`src/rtl/mdix_pkg.sv`:
```
package mdix_pkg;
  typedef enum logic [2:0] {
    S_IDLE, S_WAIT, S_ISSUE, S_SETTLE, S_POLL, S_DONE
  } seq_state_t;

  typedef enum logic [2:0] {
    P_BSR, P_SCSR, P_EXP, P_ADV, P_LPA
  } seq_phase_t;

  localparam logic [4:0] REG_BSR  = 5'd1;
  localparam logic [4:0] REG_SCSR = 5'd31;
  localparam logic [4:0] REG_EXP  = 5'd6;
  localparam logic [4:0] REG_ADV  = 5'd4;
  localparam logic [4:0] REG_LPA  = 5'd5;
endpackage

```
`src/rtl/mdix_tick_timer.sv`:
```
module mdix_tick_timer #(
  parameter int TICKS = 200_000_000
) (
  input  logic clk,
  input  logic rst,
  input  logic arm,
  output logic expired
);
  localparam int CW = $clog2(TICKS + 1);

  logic [CW-1:0] cnt;
  logic          run;

  always_ff @(posedge clk) begin
    if (rst) begin
      cnt     <= '0;
      run     <= 1'b0;
      expired <= 1'b0;
    end else begin
      expired <= 1'b0;
      if (arm) begin
        cnt <= CW'(TICKS - 1);
        run <= 1'b1;
      end else if (run) begin
        if (cnt == '0) begin
          run     <= 1'b0;
          expired <= 1'b1;
        end else begin
          cnt <= cnt - 1'b1;
        end
      end
    end
  end

  // the expiry is a single pulse per arming
  a_r3_expire_once: assert property (@(posedge clk) disable iff (rst)
    expired |=> !expired);
endmodule

```
`src/rtl/mdix_speed_map.sv`:
```
module mdix_speed_map (
  input  logic [2:0] code,
  output logic       fast,
  output logic       full
);
  always_comb begin
    fast = 1'b0;
    full = 1'b0;
    case (code)
      3'd1: begin fast = 1'b0; full = 1'b0; end
      3'd5: begin fast = 1'b0; full = 1'b1; end
      3'd2: begin fast = 1'b1; full = 1'b0; end
      3'd6: begin fast = 1'b1; full = 1'b1; end
      default: begin fast = 1'b0; full = 1'b0; end
    endcase
  end
endmodule

```
`src/rtl/mdix_link_seq.sv`:
```
module mdix_link_seq
  import mdix_pkg::*;
#(
  parameter int         MAX_TRIES  = 100,
  parameter int         POLL_TICKS = 200_000_000,
  parameter logic [4:0] PHY_ADDR   = 5'd6
) (
  input  logic        clk,
  input  logic        rst,
  input  logic        start,
  input  logic [31:0] acc_rdata,
  output logic        acc_wr,
  output logic [31:0] acc_word,
  output logic        mdix_sel,
  output logic        done,
  output logic        link_fail,
  output logic [3:0]  stat_word
);
  localparam int TW = $clog2(MAX_TRIES + 1);

  seq_state_t    state;
  seq_phase_t    phase;
  logic [TW-1:0] tries;
  logic [15:0]   bsr_q;
  logic          spd_q, dup_q, pse_q;
  logic          arm, tmr_exp;
  logic [4:0]    reg_sel;
  logic          map_fast, map_full;
  logic          rd_ready;

  mdix_tick_timer #(.TICKS(POLL_TICKS)) u_timer (
    .clk(clk), .rst(rst), .arm(arm), .expired(tmr_exp)
  );

  mdix_speed_map u_map (
    .code(acc_rdata[4:2]), .fast(map_fast), .full(map_full)
  );

  always_comb begin
    case (phase)
      P_SCSR:  reg_sel = REG_SCSR;
      P_EXP:   reg_sel = REG_EXP;
      P_ADV:   reg_sel = REG_ADV;
      P_LPA:   reg_sel = REG_LPA;
      default: reg_sel = REG_BSR;
    endcase
  end

  assign rd_ready = (state == S_POLL) && !acc_rdata[31];

  always_ff @(posedge clk) begin
    if (rst) begin
      state     <= S_IDLE;
      phase     <= P_BSR;
      tries     <= '0;
      bsr_q     <= '0;
      spd_q     <= 1'b0;
      dup_q     <= 1'b0;
      pse_q     <= 1'b0;
      arm       <= 1'b0;
      acc_wr    <= 1'b0;
      acc_word  <= '0;
      mdix_sel  <= 1'b0;
      done      <= 1'b0;
      link_fail <= 1'b0;
      stat_word <= '0;
    end else begin
      acc_wr <= 1'b0;
      arm    <= 1'b0;
      done   <= 1'b0;
      case (state)
        S_IDLE: if (start) begin
          mdix_sel  <= 1'b0;
          tries     <= '0;
          link_fail <= 1'b0;
          phase     <= P_BSR;
          spd_q     <= 1'b0;
          dup_q     <= 1'b0;
          pse_q     <= 1'b0;
          arm       <= 1'b1;
          state     <= S_WAIT;
        end
        S_WAIT: if (tmr_exp) state <= S_ISSUE;
        S_ISSUE: begin
          acc_wr   <= 1'b1;
          acc_word <= {1'b1, 1'b0, 4'd0, PHY_ADDR, reg_sel, 16'd0};
          state    <= S_SETTLE;
        end
        S_SETTLE: state <= S_POLL;
        S_POLL: if (rd_ready) begin
          case (phase)
            P_BSR: begin
              if (!acc_rdata[2]) begin
                if (tries == TW'(MAX_TRIES - 1)) begin
                  link_fail <= 1'b1;
                  done      <= 1'b1;
                  state     <= S_IDLE;
                end else begin
                  tries    <= tries + 1'b1;
                  mdix_sel <= ~mdix_sel;
                  arm      <= 1'b1;
                  state    <= S_WAIT;
                end
              end else begin
                bsr_q <= acc_rdata[15:0];
                if (acc_rdata[5]) begin
                  phase <= P_SCSR;
                  state <= S_ISSUE;
                end else begin
                  state <= S_DONE;
                end
              end
            end
            P_SCSR: begin
              spd_q <= map_fast;
              dup_q <= map_full;
              if (bsr_q[3]) begin
                phase <= P_EXP;
                state <= S_ISSUE;
              end else begin
                state <= S_DONE;
              end
            end
            P_EXP: if (acc_rdata[0]) begin
              phase <= P_ADV;
              state <= S_ISSUE;
            end else begin
              state <= S_DONE;
            end
            P_ADV: if (acc_rdata[10]) begin
              phase <= P_LPA;
              state <= S_ISSUE;
            end else begin
              state <= S_DONE;
            end
            default: begin
              pse_q <= acc_rdata[10];
              state <= S_DONE;
            end
          endcase
        end
        S_DONE: begin
          stat_word <= {pse_q, dup_q, spd_q, 1'b1};
          done      <= 1'b1;
          state     <= S_IDLE;
        end
        default: state <= S_IDLE;
      endcase
    end
  end

  // a request strobe lasts one cycle and carries a read to the target PHY
  a_r2_single_strobe: assert property (@(posedge clk) disable iff (rst)
    acc_wr |=> !acc_wr);
  a_r2_read_fields: assert property (@(posedge clk) disable iff (rst)
    acc_wr |-> (acc_word[31] && !acc_word[30] && acc_word[25:21] == PHY_ADDR));
  // re-entering the wait after a poll means the select was swapped
  a_r3_swap_on_miss: assert property (@(posedge clk) disable iff (rst)
    (state == S_WAIT && $past(state) == S_POLL) |-> (mdix_sel != $past(mdix_sel)));
  // the retry count never passes its bound; a failure keeps the status
  a_r4_try_bound: assert property (@(posedge clk) disable iff (rst)
    tries < TW'(MAX_TRIES));
  a_r4_status_kept: assert property (@(posedge clk) disable iff (rst)
    $rose(link_fail) |-> $stable(stat_word));
  // a successful end always reports link up
  a_r9_link_flag: assert property (@(posedge clk) disable iff (rst)
    (done && !link_fail) |-> stat_word[0]);
endmodule

```
`config.mk`:
```
export PLATFORM = sky130hd
export DESIGN_NAME = mdix_link_seq
export DESIGN_NICKNAME = d
export VERILOG_FILES = /design/src/rtl/mdix_pkg.sv /design/src/rtl/mdix_tick_timer.sv /design/src/rtl/mdix_speed_map.sv /design/src/rtl/mdix_link_seq.sv
export SDC_FILE = /design/constraint.sdc
export NUM_CORES = 1
export LEC_CHECK = 0
export BUFFER_PORTS_ARGS = -buffer_cell sky130_fd_sc_hd__buf_2
export CORE_UTILIZATION = 49
export DETAILED_ROUTE_END_ITERATION = 12
export PLACE_DENSITY = 0.79
export SLEW_MARGIN = 25
export SYNTH_ARGS = -nofsm -noshare
export SYNTH_HDL_FRONTEND = slang
export SYNTH_HIERARCHICAL = 1
export SYNTH_SLANG_ARGS = --single-unit
```
`constraint.sdc`:
```
create_clock -name clk -period 2.13 [get_ports clk]
set_clock_uncertainty 0.1 [all_clocks]
set_input_delay 0.426 -clock clk [delete_from_list [all_inputs] [get_ports clk]]
set_output_delay 0.426 -clock clk [all_outputs]
set_load 0.05 [all_outputs]
```
* Word level (Yosys, flattened, before mapping)
Index checks and enable logic that the tools add are counted.
** Word-level totals
- Bits of input ports :: 35
- Flip-flop bits (word level) :: 65
- Logic and storage cells :: 141
- Output and inout port bits :: 40
** Cells by class
- Bitwise operators :: 3
- Equality and inequality tests :: 29
- Reduce and logical (&&, ||, !) cells :: 21
- $add $sub $neg :: 2
- Mux-type cells :: 68
** Operator list (number)
- $mux W28 :: 3
- $mux W3 :: 15
- $mux W7 :: 5
- $mux W1 :: 32
- $logic_not A28 Y1 :: 1
- $sub A28 B1 Y28 const B :: 1
- $pmux W3 S4 :: 2
- $pmux W5 S4 :: 1
- $eq A3 B2 Y1 const B :: 5
- $eq A3 B3 Y1 const B :: 5
- $ne A3 B3 Y1 const B :: 5
- $pmux W3 S5 :: 1
- $pmux W1 S2 :: 7
- $pmux W7 S2 :: 1
- $ne A2 B2 Y1 const B :: 6
- $reduce_and A4 Y1 :: 3
- $reduce_and A6 Y1 :: 2
- $reduce_and A9 Y1 :: 1
- $ne A2 B1 Y1 const B :: 4
- $add A7 B1 Y7 const B :: 1
- $eq A7 B7 Y1 const B :: 1
- $eq A3 B1 Y1 const B :: 2
- $logic_not A3 Y1 :: 2
- $pmux W3 S2 :: 1
- other kinds (10) :: 16

* Depth between registers and ports, before layout
Gate-level depths: netlist of run 1.
- Word-level depth :: 6
- Mapped depth :: 9
- Mapped depth without buffers :: 7

* Modules after synthesis
The synthesis of run 1 kept the hierarchy.
** By module, submodules not included
- mdix_link_seq :: area each 1831.8 µm², cells an instance 220, instances 1
- mdix_tick_timer :: area each 1582.8 µm², cells an instance 179, instances 1
- mdix_speed_map :: area each 27.5 µm², cells an instance 3, instances 1

* Least setup slack after synthesis of run 1
Ideal clock, no wire load.
- Path type :: reg2reg
- Start :: reg u_timer.cnt[8]
- End :: reg u_timer.cnt[15]
- Setup time :: 74 ps
- Clock period less this slack :: 2135 ps
- Slack :: -5 ps
- Stages on the path, launching flop included :: 6
- Arrival :: 1960 ps
- Data required time :: 1956 ps
- Path through :: dfxtp_1 buf_6 or4_4 or4_4 or4_1 a31oi_1
** Between the ends
- Cells in the longest elaborated chain, start to end :: 4
- Elaborated cells on any way between the ends :: 7
- Those cells by class :: 1 x add/sub; 1 x eq/ne; 3 x mux; 2 x reduce/logical
** Ends and longest elaborated chain
- from (decl) :: line mdix_tick_timer.sv:11 : logic [CW-1:0] cnt;
- from (signal assigned) :: line mdix_tick_timer.sv:22 : cnt <= CW'(TICKS - 1);
- from (signal assigned) :: line mdix_tick_timer.sv:29 : cnt <= cnt - 1'b1;
- $sub A28 B1 Y28 :: line mdix_tick_timer.sv:29
- $mux W28 :: line mdix_tick_timer.sv:25 : if (cnt == '0) begin
- $mux W28 :: line mdix_tick_timer.sv:24 : end else if (run) begin
- $mux W28 :: line mdix_tick_timer.sv:21 : if (arm) begin
Parallel ways exist; a longest one is shown, timed or not. The select of a mux whose other input is x is not followed.
A chain may end at the register's enable or synchronous reset.

* Final worst setup path of run 1
- Start :: reg u_timer.cnt[1]
- End :: reg u_timer.cnt[26]
** Between the ends
- Cells in the longest elaborated chain, start to end :: 3
- Elaborated cells on any way between the ends :: 4
- Those cells by class :: 1 x add/sub; 1 x bitwise; 2 x reduce/logical
** Ends and longest elaborated chain
- branches (longest 3 deep; another with $sub A28 B1 Y28)
Parallel ways; which one is timed is not known.

==> results.json, run 1 <==
{
  "status": "finished, violations left",
  "violations": "setup timing",
  "final_common_cell": "dfxtp_1",
  "ir_worst_vdd_uv": 1070,
  "clock-sinks": 61,
  "dpl.hpwl_um": 5670,
  "cts_buffers": 9,
  "slew_headroom_pct": 61.0,
  "clk_pin_slew_worst_paths_ns": 0.07,
  "first_global_vias": 3034,
  "clk_path_buf_depth": 2,
  "netSwitchingFraction_pct": 42.6,
  "holdPathEnd": "bsr_q[3]$_SDFFE_PP0P_",
  "synth.yosys.warnings": 6,
  "power_frac_clock_pct": 16.4,
  "synthFlopType": "dfxtp_1",
  "htree_num_levels": 3,
  "r2r_end": "u_timer/cnt[26]$_SDFFE_PP0P_",
  "grt_usage_pct": 24.0,
  "synth_top_area_share_pct": 35.5,
  "synth_edf_count": 0,
  "power.net_switching_mw": 2.99,
  "core_um2": 6790,
  "place_congestion": 0.923,
  "io_pins": 75,
  "vias": 3241,
  "synthTopCellsByArea": "dfxtp_1 35%, buf_4 6.1%, a21oi_1 4.5%",
  "yosys_register_bits": 61,
  "required_ns": 2.30,
  "worstPathMaxFanout": 5,
  "rows": 30,
  "drv_slew": 0,
  "globalRouteOverflowTotal": 0,
  "grt_pass1_wl_um": 14000,
  "worstMarginPinSlew_ns": 0.584,
  "fp.dieH_um": 85.8,
  "route.detailed.drc": 0,
  "fmax_mhz": 448,
  "synth.distinct_cells": 64,
  "cp-end-kind": "flop",
  "ant_nets": 0,
  "hold_path_depth": 3,
  "fin_tns_setup_ns": -0.307,
  "area_growth_pct": 23.7,
  "hold_class": "in -> reg",
  "seq_area_frac_synth_pct": 35.5,
  "hold_start": "acc_rdata[3]",
  "r2r_cells": 8,
  "netlist_instances": 402,
  "r2r_start": "u_timer/cnt[1]$_SDFFE_PP0P_",
  "fin_crit_ns": 2.23,
  "worst_slack_ns": -0.100,
  "synth.avg_cell_area_um2": 8.56,
  "r2r_slack_ns": -0.1,
  "netlist_area_um2": 3440,
  "design_area_um2": 4260,
  "die_area_um2": 7360,
  "synth_top_area_cell": "dfxtp_1",
  "rsz0062_at_grt": "true",
  "port_buffers": 25,
  "antenna_found_initial": 0,
  "whs_ns": 0.243,
  "grt_start_max_net_pins": 19,
  "cap_violations": 0,
  "post_drt_wl_per_cell_um": 15.0,
  "start_kind": "flop",
  "power_frac_comb_pct": 59.1,
  "fill_cells": 567,
  "diodes": 0,
  "arrival_ns": 2.40,
  "clock_latency_ns": 0.34,
  "hold_viol": 0,
  "drt_pass1_iterations": 4,
  "final_util_pct": 62.7,
  "start_util_pct": 50.7,
  "synthArstFlopShare_pct": 0,
  "routed_wl_um": 8440,
  "seqPwrFrac_pct": 24.4,
  "p_leak_nw": 1.65,
  "drive_above_1_share_pct": 30.6,
  "mostFrequentLayoutCells": "57 x dfxtp_1, 52 x buf_4, 31 x a21oi_1, 25 x buf_2, 24 x conb_1",
  "via_per_inst": 5.75,
  "cts_root_buf": "clkbuf_8",
  "fin_nets": 501,
  "final.period_utilization_pct": 105,
  "power.density_nw_per_um2": 1650,
  "finalSetupViolCount": 6,
  "cts_tree": "done",
  "dpl_cell_area_um2": 3800,
  "die_x_um": 85.8,
  "crit_type": "reg -> reg",
  "drt_iter0_drc": 144,
  "power.total_mw": 7.01,
  "power.internal_mw": 4.03
}
power by group through the flow:
stage	logic (mW)	clock network (mW)	registers, mW
after floorplan	2.20	0	1.70
after global placement	3.29	0	1.66
after detailed placement	3.38	0	1.67
after CTS	3.56	1.18	1.66
after global routing	4.47	1.25	1.76
final	4.15	1.15	1.71
worst max-delay path by stage:
stage | startpoint | endpoint | slack [ns]
after floorplan | u_timer/cnt[0]$_SDFFE_PP0P_ | u_timer/cnt[13]$_SDFFE_PP0P_ | 0.02
after CTS | u_timer/cnt[0]$_SDFFE_PP0P_ | u_timer/cnt[3]$_SDFFE_PP0P_ | -0.07
after global routing | u_timer/cnt[0]$_SDFFE_PP0P_ | u_timer/cnt[26]$_SDFFE_PP0P_ | -0.16
final | u_timer/cnt[1]$_SDFFE_PP0P_ | u_timer/cnt[26]$_SDFFE_PP0P_ | -0.1
after global placement | u_timer/cnt[0]$_SDFFE_PP0P_ | u_timer/cnt[13]$_SDFFE_PP0P_ | -0.02
after detailed placement | u_timer/cnt[8]$_SDFFE_PP0P_ | u_timer/cnt[6]$_SDFFE_PP0P_ | -0.09
layer usage:
layer / part of all wire [%] / global-route usage, % / vias to the layer above
li1: - / - / 1581
met1: 43 / 29.0 / 1562
met2: 51 / 41.5 / 81
met3: 4.5 / 6.54 / 17
met4: 1.5 / 7.42 / 0
met5: 0 / 0 / -
final cells by class:
cell class | count | area, um^2 | area share [%]
clock buffers | 10 | 138 | 3.23
clock inverters | 6 | 86.3 | 2.03
inverters | 11 | 46.3 | 1.09
multi-input cells | 300 | 2090 | 49.1
flip-flops and latches | 61 | 1230 | 28.8
well taps | 96 | 120 | 2.82
repair buffers | 80 | 549 | 12.9
cell usage after synthesis, types with 5 or more instances:
library cell / number
a21oi_1: 31
or4_1: 10
o21a_1: 5
or3_1: 8
or2_2: 6
clkbuf_1: 19
nor2b_1: 9
dfxtp_1: 61
a31oi_1: 9
o2111ai_1: 5
a311oi_1: 7
nand3_1: 12
o21ai_0: 10
nand2_1: 19
inv_1: 11
a211oi_1: 9
buf_4: 28
nor3_1: 13
mux2i_1: 6
nand4_1: 6
o31ai_1: 7
nor2_1: 22
nor4_1: 6
xor2_1: 5
per-stage QoR:
step           setup WS, ns  cells
6_report             -0.100    564
5_1_grt              -0.163    564
4_1_cts             -0.0706    557
3_5_place_dp        -0.0863    539
3_3_place_gp        -0.0156    539
2_1_floorplan        0.0190    425
worst max-delay path, stage by stage (launching register included):
cell      delay [ns]
dfxtp_2         0.33
inv_4           0.07
ha_4            0.13
or3b_4          0.39
nor4_4          0.31
o211ai_2        0.15
buf_6           0.15
or4_1           0.39
a21oi_1         0.13
cells by family after synthesis:
group / after synthesis / share of synthesized area [%]
adder cells (fa/ha/maj): 3 / 1.09
multiplexers: 6 / 1.74
AO/OA/AOI/OAI: 111 / 22.9
flip-flops: 61 / 35.5
AND/OR/NAND/NOR: 147 / 26.1
XOR/XNOR: 9 / 2.29
other: 1 / 0.109
buffers and inverters: 64 / 10.4
flip-flops by register name (all words and copies together) (netlist names):
name and cells:
dup_q 1, tries 7, state 3, arm 1, acc_wr 1, pse_q 1
phase 3, stat_word 4, u_timer/cnt 28, bsr_q 1, acc_word 5, link_fail 1
done 1, u_timer/run 1, spd_q 1, mdix_sel 1, u_timer/expired 1
timing repair:
action / in CTS / in global routing
pin swaps: 5 / 16
setup endpoints to repair: 14 / 29
hold buffers: 0 / 0
gates resized for setup: 6 / 33
setup buffers: 3 / 8
No activity file was read; power rests on OpenSTA's default activity.
==> inputs of run 2 (changes only) <==
Settings changed: BUFFER_PORTS_ARGS -buffer_cell sky130_fd_sc_hd__buf_2 to -buffer_cell sky130_fd_sc_hd__buf_4.
==> run 2 against run 1 <==
Net effect: the run still ends with setup timing left; clock-buffer cell count grew 2; first-iteration DRC count shrank 1.4%; global-route usage shrank 1.0 points; die area is the same; final cell count shrank 0.18%; critical path depth shrank 4; combinational power shrank 3%; design area shrank 0.91%; sequential share of layout area grew 0.23 points.
==> results.json, run 2 (synthesis results as in run 1) <==
{
  "fmax_mhz": 466,
  "grt_start_max_net_pins": 26,
  "largest-register": "u_timer/cnt",
  "clk_pin_slew_worst_paths_ns": 0.07,
  "finalSetupViolCount": 1,
  "crit_type": "reg -> reg",
  "antenna_found_initial": 0,
  "die_area_um2": 7360,
  "r2r_end": "u_timer/cnt[15]$_SDFFE_PP0P_",
  "slew_headroom_pct": 66.8,
  "power.total_mw": 6.64,
  "drt_pass1_iterations": 6,
  "core_um2": 6790,
  "dpl.hpwl_um": 5560,
  "multi_input_area_um2": 2060,
  "fin_crit_ns": 2.14,
  "r2r_start": "u_timer/cnt[9]$_SDFFE_PP0P_",
  "hold_start": "acc_rdata[3]",
  "worstPathMaxFanout": 4,
  "post_drt_wl_per_cell_um": 14.3,
  "final_common_cell": "buf_4",
  "routed_wl_um": 8030,
  "ant_nets": 0,
  "power.density_nw_per_um2": 1570,
  "hold_path_depth": 3,
  "p_leak_nw": 1.62,
  "worstMarginPinSlew_ns": 0.494,
  "diodes": 0,
  "port_buffers": 25,
  "clock_latency_ns": 0.34,
  "clock-sinks": 61,
  "arrival_ns": 2.31,
  "grt_pass1_wl_um": 13600,
  "fill_cells": 562,
  "start_util_pct": 50.7,
  "required_ns": 2.29,
  "io_pins": 75,
  "place_congestion": 0.885,
  "cts_tree": "done",
  "fp.dieH_um": 85.8,
  "violations": "setup timing",
  "route.detailed.drc": 0,
  "mostFrequentLayoutCells": "78 x buf_4, 58 x dfxtp_1, 30 x a21oi_1, 24 x conb_1, 22 x nor2_1",
  "drt_iter0_drc": 142,
  "hold_class": "in -> reg",
  "worst_slack_ns": -0.0150,
  "drv_slew": 0,
  "drive_above_1_share_pct": 28.9,
  "hold_viol": 0,
  "die_x_um": 85.8,
  "r2r_cells": 4,
  "area_growth_pct": 22.6,
  "clk_path_buf_depth": 2,
  "ir_worst_vdd_uv": 1280,
  "cap_violations": 0,
  "grt_usage_pct": 23.0,
  "first_global_vias": 3089,
  "final_util_pct": 62.1,
  "crit_end": "u_timer/cnt[15]$_SDFFE_PP0P_",
  "largest_reg_flops": 28,
  "regArea_um2": 1220,
  "status": "finished, violations left",
  "wl_met3_um": 309,
  "rows": 30,
  "via_per_inst": 5.69,
  "htree_num_levels": 3,
  "globalRouteOverflowTotal": 0,
  "highest_layer": "met4",
  "reg_top3": "u_timer/cnt (28), tries (7), acc_word (5)",
  "met2_length_um": 4050,
  "fin_nets": 500,
  "final.period_utilization_pct": 101,
  "wl_met1_um": 3590,
  "rsz0062_at_grt": "true",
  "cts_root_buf": "clkbuf_8",
  "vias": 3204,
  "cts_buffers": 9,
  "cp-end-kind": "flop",
  "r2r_slack_ns": -0.01,
  "startpoint": "u_timer/cnt[9]$_SDFFE_PP0P_",
  "start_kind": "flop",
  "pre_cts_slack_ns": -0.140
}
==> run 2: per-stage QoR <==
stage          std cells  TNS (ns)  cell area, um^2  hold WS, ns
2_1_floorplan        425         0             3530        0.338
3_3_place_gp         541    -0.157             3880        0.346
4_1_cts              560    -0.273             4100        0.231
6_report             563   -0.0150             4220        0.243
3_5_place_dp         541    -0.727             3880        0.349
5_1_grt              563    -0.976             4220        0.235
==> run 2: how the worst min path moves through the flow <==
| stage | to | slack [ns] |
|---|---|---|
| after floorplan | tries[6]$_SDFFE_PP0P_ | 0.34 |
| after global placement | stat_word[1]$_SDFFE_PP0P_ | 0.35 |
| after detailed placement | stat_word[2]$_SDFFE_PP0P_ | 0.35 |
| after CTS | bsr_q[3]$_SDFFE_PP0P_ | 0.23 |
| after global routing | bsr_q[3]$_SDFFE_PP0P_ | 0.23 |
| final | bsr_q[3]$_SDFFE_PP0P_ | 0.24 |
==> run 2: cell type report <==
type,instances,area share [%]
repair buffers,79,14.1
clock buffers,12,3.68
well taps,96,2.85
clock inverters,4,0.534
flip-flops and latches,61,29.0
inverters,11,0.978
multi-input cells,300,48.8
==> run 2: what timing repair did <==
item	in CTS	in global routing
endpoints found under the hold margin	0	0
endpoints found under the setup margin	17	25
pin swaps	4	9
setup buffers	3	3
hold buffers	0	0
resized for setup	5	23
==> run 2: per-layer routing <==
metal | vias to the layer above | GRT usage, %
li1 | 1588 | -
met1 | 1522 | 27.4
met2 | 83 | 40.6
met3 | 11 | 6.26
met4 | 0 | 6.36
met5 | - | 0
==> run 2: critical path, cell delays in order, from the launching register on <==
cell and delay [ns]:
dfxtp_2 0.33, or4_4 0.56, or4_4 0.48, or4_1 0.42, a31oi_1 0.18
==> run 2: power breakdown <==
group          leakage [nW]  internal [mW]  switching [mW]
Clock                0.0921          0.480           0.444
Sequential            0.497           1.40           0.293
Combinational          1.03           1.89            2.14
Total                  1.62           3.76            2.88
==> inputs of run 3 (changes only) <==
Settings changed: CORE_MARGIN set to 2.
==> run 3 against run 2 <==
Net effect: the run still ends with setup timing left; critical path depth increased by 1; utilization is 0.50 points higher; maximum frequency is essentially flat; final cell count decreased by 1.6%; setup slack gained 0.00097 ns; non-clock buffer count down 8; worst hold slack improved by 0.0060 ns; flip-flop and latch count unchanged; global-route usage is 0.37 points lower; first-iteration DRC count rose by 6.3%; die area grew 4.7%; sequential share of layout area down 0.11 points; largest cell class unchanged; largest power group unchanged; highest routed layer unchanged.
==> results.json, run 3 (synthesis results as in run 1) <==
{
  "post_drt_wl_per_cell_um": 15.5,
  "r2r_start": "u_timer/cnt[13]$_SDFFE_PP0P_",
  "vias": 3237,
  "path_cells": "or4_4 -> nor4_4 -> o211ai_4 -> or4_4 -> a21oi_2",
  "grt_start_max_net_pins": 26,
  "p_leak_nw": 1.61,
  "start_kind": "flop",
  "globalRouteOverflowTotal": 0,
  "power.total_mw": 6.88,
  "status": "finished, violations left",
  "die_area_um2": 7710,
  "cts_buffers": 9,
  "slew_headroom_pct": 60.2,
  "fin_crit_ns": 2.14,
  "die_x_um": 87.8,
  "cap_violations": 0,
  "placed_cells": 536,
  "dpl_cell_area_um2": 3840,
  "ir_worst_vdd_uv": 1170,
  "required_ns": 2.30,
  "mostFrequentLayoutCells": "69 x buf_4, 54 x dfxtp_1, 29 x a21oi_1, 24 x conb_1, 22 x nor2_1",
  "clk_pin_slew_worst_paths_ns": 0.07,
  "dpl.hpwl_um": 5840,
  "largest-register": "u_timer/cnt",
  "cts_root_buf": "clkbuf_8",
  "area_growth_pct": 23.6,
  "grt_pass1_wl_um": 13900,
  "port_buffers": 25,
  "arrival_ns": 2.31,
  "fmax_mhz": 466,
  "cts_tree": "done",
  "critPathMaxStageDelay_ns": 0.57,
  "final_common_cell": "buf_4",
  "reg_top3": "u_timer/cnt (28), tries (7), acc_word (5)",
  "worstMarginPinSlew_ns": 0.597,
  "stdcell_count": 554,
  "ant_nets": 0,
  "violations": "setup timing",
  "antenna_found_initial": 0,
  "design_area_um2": 4250,
  "clock_latency_ns": 0.34,
  "power.density_nw_per_um2": 1620,
  "fin_nets": 492,
  "start_util_pct": 50.7,
  "first_global_vias": 3103,
  "crit_end": "u_timer/cnt[26]$_SDFFE_PP0P_",
  "critPathSlowestCell": "or4_4",
  "io_pins": 75,
  "diodes": 0,
  "core_um2": 6790,
  "rows": 30,
  "cts.hold.buffers_added": 0,
  "rsz0062_at_grt": "true",
  "place_congestion": 0.920,
  "htree_num_levels": 3,
  "final.period_utilization_pct": 101,
  "crit_type": "reg -> reg",
  "cp-end-kind": "flop",
  "startpoint": "u_timer/cnt[13]$_SDFFE_PP0P_",
  "via_per_inst": 5.84,
  "route.detailed.drc": 0,
  "routed_wl_um": 8610,
  "clk_path_buf_depth": 2,
  "drive_above_1_share_pct": 29.9,
  "largest_reg_flops": 28,
  "worst_slack_ns": -0.0140,
  "r2r_slack_ns": -0.01,
  "cpMostUsedCell": "or4_4",
  "drv_slew": 0,
  "drt_pass1_iterations": 4,
  "r2r_end": "u_timer/cnt[26]$_SDFFE_PP0P_",
  "drt_iter0_drc": 151,
  "finalSetupViolCount": 2,
  "r2r_cells": 5,
  "clock-sinks": 61,
  "hold_viol": 0,
  "worstPathMaxFanout": 4,
  "fp.dieH_um": 87.8,
  "grt_usage_pct": 22.6,
  "hold_class": "in -> reg"
}
[run 3: worst min path at each step]
stage	slack, ns	depth (start not counted)	end	startpoint
global route	0.27	3	bsr_q[3]$_SDFFE_PP0P_	acc_rdata[3]
finish	0.25	3	bsr_q[3]$_SDFFE_PP0P_	acc_rdata[3]
floorplan	0.34	2	tries[6]$_SDFFE_PP0P_	tries[6]$_SDFFE_PP0P_
detailed placement	0.36	1	link_fail$_SDFFE_PP0P_	link_fail$_SDFFE_PP0P_
CTS	0.24	3	bsr_q[3]$_SDFFE_PP0P_	acc_rdata[3]
global placement	0.35	2	stat_word[1]$_SDFFE_PP0P_	stat_word[1]$_SDFFE_PP0P_
[run 3: area by class of cell]
type	instances	area, um^2
clock buffer	10	128
fill	550	2540
clock inverter	5	100
inverter	11	41.3
multi-input combinational	300	2090
sequential	61	1230
tap	96	120
timing repair buffer	71	541
[run 3: critical path: cells and delay by family, from the launching register on]
family,cells,cell delay (ns)
flip-flops,1,0.32
AO/OA/AOI/OAI,2,0.29
AND/OR/NAND/NOR,3,1.37
[run 3: report_power, final]
group / switching, mW / total [mW] / internal (mW)
combinational: 2.17 / 3.92 / 1.75
clock: 0.458 / 1.23 / 0.767
sequential: 0.324 / 1.73 / 1.41
[run 3: timing repair]
action	in CTS	in global routing
setup endpoints to repair	16	20
resized for setup	11	28
pin swaps	5	12
gates cloned	0	0
setup buffers	3	0
[run 3: per-layer routing]
layer / up-vias / GRT usage [%] / wire (um) / part of all wire (%)
met5: - / 0 / 0 / 0
met4: 0 / 6.99 / 112 / 1.3
met3: 14 / 6.79 / 428 / 5.0
met2: 91 / 39.7 / 4480 / 52
met1: 1567 / 26.4 / 3590 / 42
li1: 1565 / - / - / -
[run 3: stage by stage]
stage	hold WS (ns)	TNS, ns	util, %	setup WS, ns
6_report	0.249	-0.0184	62.6	-0.0140
3_3_place_gp	0.347	-0.368	56.6	-0.101
5_1_grt	0.265	-0.493	62.6	-0.0694
3_5_place_dp	0.355	-0.545	56.6	-0.164
2_1_floorplan	0.338	0	-	0.0190
4_1_cts	0.241	-0.0103	60.8	-0.0103
